$ cat src/rtl/spi_rx_pkg.sv
package spi_rx_pkg;

   typedef struct packed {
      logic full;
      logic ovr;
   } rx_flags_t;

   function automatic logic accept_char(input logic done, input rx_flags_t f,
                                        input logic rd);
      return done && !f.ovr && (!f.full || rd);
   endfunction

endpackage

$ cat src/rtl/rx_hold_reg.sv
module rx_hold_reg
   import spi_rx_pkg::*;
#(
   parameter int DATA_W = 8
) (
   input  logic              clk,
   input  logic              rst_n,
   input  logic              accept,
   input  logic              rd,
   input  logic [DATA_W-1:0] din,
   output logic [DATA_W-1:0] dout,
   output logic              full
);

   always_ff @(posedge clk or negedge rst_n) begin
      if (!rst_n) begin
         dout <= '0;
         full <= 1'b0;
      end else if (accept) begin
         dout <= din;
         full <= 1'b1;
      end else if (rd) begin
         full <= 1'b0;
      end
   end

endmodule

$ cat src/rtl/rx_ovr_track.sv
module rx_ovr_track (
   input  logic clk,
   input  logic rst_n,
   input  logic done,
   input  logic full,
   input  logic rd,
   input  logic srd,
   output logic ovr
);

   logic armed;
   logic set_ovr;
   logic clr_ovr;

   assign set_ovr = done && full && !rd && !ovr;
   assign clr_ovr = ovr && armed && rd;

   always_ff @(posedge clk or negedge rst_n) begin
      if (!rst_n) begin
         ovr <= 1'b0;
      end else if (set_ovr) begin
         ovr <= 1'b1;
      end else if (clr_ovr) begin
         ovr <= 1'b0;
      end
   end

   // Arming needs a status read that actually saw the flag set.
   always_ff @(posedge clk or negedge rst_n) begin
      if (!rst_n) begin
         armed <= 1'b0;
      end else if (!ovr) begin
         armed <= 1'b0;
      end else if (srd) begin
         armed <= 1'b1;
      end else if (rd) begin
         armed <= 1'b0;
      end
   end

endmodule

$ cat src/rtl/rx_req_gen.sv
module rx_req_gen #(
   parameter bit REG_IRQ = 1'b0
) (
   input  logic clk,
   input  logic rst_n,
   input  logic full,
   input  logic ovr,
   input  logic rd,
   input  logic dma_en,
   input  logic rx_ie,
   input  logic err_ie,
   output logic dma_req,
   output logic irq
);

   logic irq_next;

   assign dma_req  = full && dma_en && !ovr && !rd;
   assign irq_next = (full && !dma_en && rx_ie) || (ovr && err_ie);

   generate
      if (REG_IRQ) begin : g_irq_reg
         logic irq_q;
         always_ff @(posedge clk or negedge rst_n) begin
            if (!rst_n) irq_q <= 1'b0;
            else        irq_q <= irq_next;
         end
         assign irq = irq_q;
      end else begin : g_irq_comb
         assign irq = irq_next;
      end
   endgenerate

endmodule

$ cat src/rtl/spi_rx_buffer.sv
module spi_rx_buffer
   import spi_rx_pkg::*;
#(
   parameter int DATA_W  = 8,
   parameter bit REG_IRQ = 1'b0
) (
   input  logic              clk,
   input  logic              rst_n,
   input  logic              char_done,
   input  logic [DATA_W-1:0] char_in,
   input  logic              data_rd,
   input  logic              stat_rd,
   input  logic              dma_en,
   input  logic              rx_irq_en,
   input  logic              err_irq_en,
   output logic [DATA_W-1:0] rx_data,
   output logic              rx_full,
   output logic              rx_ovr,
   output logic              dma_req,
   output logic              irq
);

   generate
      if (DATA_W < 1 || DATA_W > 64) begin : g_bad_width
         $error("spi_rx_buffer: DATA_W out of range");
      end
   endgenerate

   rx_flags_t flags;
   logic      accept;

   assign flags.full = rx_full;
   assign flags.ovr  = rx_ovr;
   assign accept     = accept_char(char_done, flags, data_rd);

   rx_hold_reg #(.DATA_W(DATA_W)) u_hold (
      .clk  (clk),
      .rst_n(rst_n),
      .accept(accept),
      .rd   (data_rd),
      .din  (char_in),
      .dout (rx_data),
      .full (rx_full)
   );

   rx_ovr_track u_ovr (
      .clk  (clk),
      .rst_n(rst_n),
      .done (char_done),
      .full (rx_full),
      .rd   (data_rd),
      .srd  (stat_rd),
      .ovr  (rx_ovr)
   );

   rx_req_gen #(.REG_IRQ(REG_IRQ)) u_req (
      .clk    (clk),
      .rst_n  (rst_n),
      .full   (rx_full),
      .ovr    (rx_ovr),
      .rd     (data_rd),
      .dma_en (dma_en),
      .rx_ie  (rx_irq_en),
      .err_ie (err_irq_en),
      .dma_req(dma_req),
      .irq    (irq)
   );

endmodule

$ cat config.mk
export PLATFORM = sky130hd
export DESIGN_NAME = spi_rx_buffer
export DESIGN_NICKNAME = d
export VERILOG_FILES = /design/src/rtl/spi_rx_pkg.sv /design/src/rtl/rx_hold_reg.sv /design/src/rtl/rx_ovr_track.sv /design/src/rtl/rx_req_gen.sv /design/src/rtl/spi_rx_buffer.sv
export SDC_FILE = /design/constraint.sdc
export NUM_CORES = 1
export LEC_CHECK = 0
export ABC_AREA = 0
export BUFFER_PORTS_ARGS = -buffer_cell sky130_fd_sc_hd__buf_4
export CAP_MARGIN = 20
export CORE_AREA = 2 2 39 41
export DETAILED_ROUTE_END_ITERATION = 10
export DIE_AREA = 0 0 41 43
export GPL_TIMING_DRIVEN = 1
export HOLD_SLACK_MARGIN = 0.1
export PLACE_DENSITY = 0.7
export SETUP_SLACK_MARGIN = 0.3
export SYNTH_ARGS = -nofsm -noshare
export SYNTH_HDL_FRONTEND = slang
export SYNTH_HIERARCHICAL = 1
export SYNTH_SLANG_ARGS = --single-unit
$ cat constraint.sdc
create_clock -name clk -period 1.6 [get_ports clk]
set_input_delay 0.16 -clock clk [delete_from_list [all_inputs] [get_ports clk]]
set_output_delay 0.16 -clock clk [all_outputs]
set_load 0.02 [all_outputs]
======== Word level (Yosys, flattened, before mapping) ========
Index checks and enable logic that the tools add are counted.
operators by class
  equality and inequality tests ........... 1
  mux-type cells .......................... 6
  reduce and logical (&&, ||, !) cells .... 21
operators with widths
  kind                                           number
  1-bit logical AND                              13
  1-bit two-way mux                              6
  1-bit zero test                                4
  2-bit nonzero test                             2
  3-bit inequality test (second input constant)  1
  1-bit logical OR                               2
word-level totals
  register bits after elaboration ......... 11
  bits of input ports ..................... 16
  output and inout bits ................... 12
  logic and storage cells ................. 32

======== Depth between registers and ports, before layout ========
  depth after elaboration ................. 4
  depth in mapped cells ................... 4
  depth with buffers taken out ............ 3

======== Modules after synthesis ========
The synthesis kept the hierarchy.
by module, submodules not included
  module         instances  cells each  area an instance (sq um)  sequential area each (sq um)
  rx_hold_reg    1          20          369.1                     225.2
  rx_ovr_track   1          6           81.3                      50.0
  rx_req_gen     1          5           26.3                      0.0
  spi_rx_buffer  1          2           26.3                      0.0

======== Least setup slack after synthesis ========
OpenSTA, ideal clock, no wires.
  path type ............................... flip-flop to flip-flop
  start point ............................. register u_hold.full
  end point ............................... register u_hold.dout[0]
  setup time .............................. 0.125 ns
  data arrival time ....................... 1.254 ns
  data required time ...................... 1.475 ns
  slack ................................... 0.220 ns
  cell stages (with the launch flop) ...... 5
  path buffers ............................ 1
  period minus slack after synthesis ...... 1.380 ns
  cells stage by stage .................... dfrtp_1 > nor2b_4 > nor3b_2 > buf_6 > mux2_4
on the way
  word-level cells in the longest chain between the ends .. 3
RTL lines
  item                    line                 source
  start, declared         rx_hold_reg.sv:12    output logic full
  start signal, assigned  rx_hold_reg.sv:18    full <= 1'b0;
  start signal, assigned  rx_hold_reg.sv:21    full <= 1'b1;
  start signal, assigned  rx_hold_reg.sv:23    full <= 1'b0;
  1-bit zero test         spi_rx_pkg.sv:10     return done && !f.ovr && (!f.full || rd);
  1-bit logical OR        spi_rx_pkg.sv:10
  1-bit logical AND       spi_rx_pkg.sv:10
  via accept              spi_rx_buffer.sv:30  logic accept;
  end signal, assigned    rx_hold_reg.sv:20    dout <= din;
  end, declared           rx_hold_reg.sv:11    output logic [DATA_W-1:0] dout,
The timed path passes the listed nets, and every way through them passes these cells.
A chain may end at the register's enable or synchronous reset.

======== Worst setup path in the final report ========
  start point ............................. register u_hold.full
  end point ............................... register u_hold.dout[3]
Same word-level chain as after synthesis.

==> flow_metrics.py <==
metrics = {
    "detailed_routing": {
        "routed_wl_mm": 1.01,
        "drt_iter0_drc": 0,
        "ant_nets": 0,
        "dr.pass1.iters": 1,
        "via_count": 391,
        "drc": 0,
        "avgRoutedWirePerCell_um": 12.1,
        "viasPerCell": 4.65,
    },
    "worst_setup_path": {
        "path_cells": "nor2b_4, nor3b_4, buf_4, mux2_4",
        "worst-endpoint-arrival_ns": 1.46,
        "max_stage_delay_ns": 0.40,
        "end_kind": "register",
        "crit_required_ns": 1.75,
        "crit_type": "register to register",
        "cp-start-kind": "register",
        "critPathMaxFanout": 4,
        "cp_slowest_cell": "dfrtp_2",
    },
    "clock_tree": {
        "insertion_delay_ns": 0.26,
        "htree_num_levels": 1,
        "cts_buffer_depth": 2,
        "cts_buffers": 3,
        "tritoncts": "yes",
        "ctsRootBufferMaster": "clkbuf_4",
        "clock_sinks": 11,
        "clk_pin_slew_ns": 0.07,
    },
    "cells_and_area": {
        "fin_area_um2": 792,
        "nets": 85,
        "final_common_cell": "buf_4",
        "fillers": 125,
        "mostFrequentLayoutCells": "buf_4, dfrtp_1, mux2_4",
        "antennaDiodeCount": 0,
        "area_delta_synth_final_pct": 57.5,
        "drive_above_1_share_pct": 69.1,
    },
    "grt": {
        "grt_pass1_vias": 382,
        "grt.overflow.total": 0,
        "grt_max_degree": 12,
        "grt_pass1_wl_mm": 1.56,
        "antenna_found_initial": 0,
        "track_usage_pct": 13.0,
    },
    "sta": {
        "min_period_ns": 1.31,
        "rsz0062_at_grt": "yes",
        "worst_pin_slew_ns": 0.268,
        "timing.final.crit_share_pct": 82.1,
        "setup_violations": 0,
        "setup_slack_ns": 0.286,
        "relSlewSlack_pct": 82.1,
        "max_freq_mhz": 761,
        "finalSetupTns_ns": 0,
        "drv_slew": 0,
        "fin_skew_ns": 0.00391,
        "final_hold_viol_count": 0,
    },
    "synth": {
        "yosysWarnings": 6,
        "synth_area_per_cell_um2": 15.2,
        "syn_inst": 33,
        "ys_seq_elements": 11,
        "ys_seq_area_share_pct": 54.7,
        "synth_fp_nets": 49,
        "syn_area_um2": 503,
        "ys_types": 14,
    },
    "hold_path": {
        "hold_path_class": "primary input to register",
    },
    "power": {
        "peakVddDrop_v": 0.000860,
        "design_power_total_uw": 1480,
        "p_leak_uw": 0.000408,
        "pwr_density_cell_nw_per_um2": 1870,
    },
    "die": {
        "die-area_um2": 1760,
        "coreArea_um2": 1380,
        "dieHeight_um": 43,
        "start_util_pct": 36.3,
        "io_pins": 28,
        "rows": 14,
        "die_w_um": 41,
    },
    "place": {
        "dp_hpwl_um": 725,
        "dpl_cell_area_um2": 723,
        "portBuffers": 27,
        "dp_slack_ns": 0.250,
        "routabilityCongestion": 0.588,
    },
    "outcome": {
        "status": "completed",
    },
    "job": {
        "drv_cap": 0,
    },
}
## final timing paths
| check | from | endpoint | slack (ns) | depth (start not counted) |
|---|---|---|---|---|
| hold / removal | char_in[6] | u_hold/dout[6]$_DFFE_PN0P_ | 0.12 | 2 |
| max in group asynchronous | rst_n | u_hold/full$_DFFE_PN0P_ | 1.17 | 2 |
| hold reg to reg | u_ovr/armed$_DFFE_PN0P_ | u_ovr/ovr$_DFFE_PN0P_ | 0.43 | 1 |
| setup / recovery | u_hold/full$_DFFE_PN0P_ | u_hold/dout[3]$_DFFE_PN0P_ | 0.29 | 4 |
| min in group asynchronous | rst_n | u_hold/dout[3]$_DFFE_PN0P_ | 0.27 | 2 |
| setup reg to reg | u_hold/full$_DFFE_PN0P_ | u_hold/dout[3]$_DFFE_PN0P_ | 0.29 | 4 |
## final cells by class
cell class	instances	area, um^2	share of cell area [%]
clock buffer	4	26.3	3.32
inverter	1	3.75	0.474
multi-input combinational	20	219	27.6
sequential	11	277	34.9
tap	16	20.0	2.53
timing repair buffer	32	246	31.1
## power breakdown
part	total (uW)	switching, uW	internal (uW)	leakage, uW
Clock	181	84.9	96.2	0.0000150
Sequential	513	97.8	415	0.000129
Combinational	790	339	451	0.000263
Total	1480	522	963	0.000408
## cell families (layout without fill, tap and decap cells)
group / after synthesis / in the layout / synth area share [%]
flops: 11 / 11 / 54.7
mux: 8 / 8 / 23.9
simple gates: 8 / 8 / 12.4
compound gates: 4 / 4 / 5.97
buf+inv: 2 / 37 / 2.98
## critical path: cells and delay by family, from the launching register on
family | cells | cell delay, ns
simple gates | 2 | 0.33
flops | 1 | 0.40
buf+inv | 1 | 0.18
mux | 1 | 0.30
## routing by layer
| metal | part of all wire, % | wire length, um | track usage (%) | up-vias |
|---|---|---|---|---|
| met1 | 41 | 415 | 15.8 | 183 |
| met2 | 49 | 493 | 20.6 | 21 |
| met4 | 0 | 0 | 6.00 | 0 |
| met5 | 0 | 0 | 0 | - |
| li1 | - | - | - | 187 |
| met3 | 10 | 105 | 3.14 | 0 |
## per-stage QoR
step / cells / hold WS [ns] / util [%]
global placement: 76 / -0.00425 / 52.3
CTS: 84 / 0.117 / 56.8
floorplan: 33 / -0.136 / -
global route: 84 / 0.110 / 57.2
detailed placement: 76 / -0.000188 / 52.3
finish: 84 / 0.125 / 57.2
## registers in the layout (all words and copies together), names as in the netlist
signal and flops:
u_hold/dout 8, u_ovr/armed 1, u_hold/full 1, u_ovr/ovr 1
## synth_stat cells (all sizes together)
| cell type | instances | share of area [%] |
|---|---|---|
| nor2b | 2 | 4.0 |
| mux2 | 8 | 24 |
| a21o | 1 | 1.7 |
| buf | 1 | 2.2 |
| nor3b | 1 | 2.5 |
| dfrtp | 11 | 55 |
| a2bb2oi | 1 | 1.7 |
| and3b | 1 | 1.7 |
| nor3 | 1 | 2.0 |
| o21ai | 1 | 0.99 |
| inv | 1 | 0.75 |
| o21a | 1 | 1.5 |
| nand2 | 3 | 2.2 |
## repair_timing
action / CTS / global route
endpoints found under the setup margin: 8 / 8
endpoints found under the hold margin: 11 / 0
resized for setup: 2 / 1
hold buffers: 1 / 0
cloned: 1 / 0
setup buffers: 2 / 0
No activity file was read; power rests on OpenSTA's default activity.
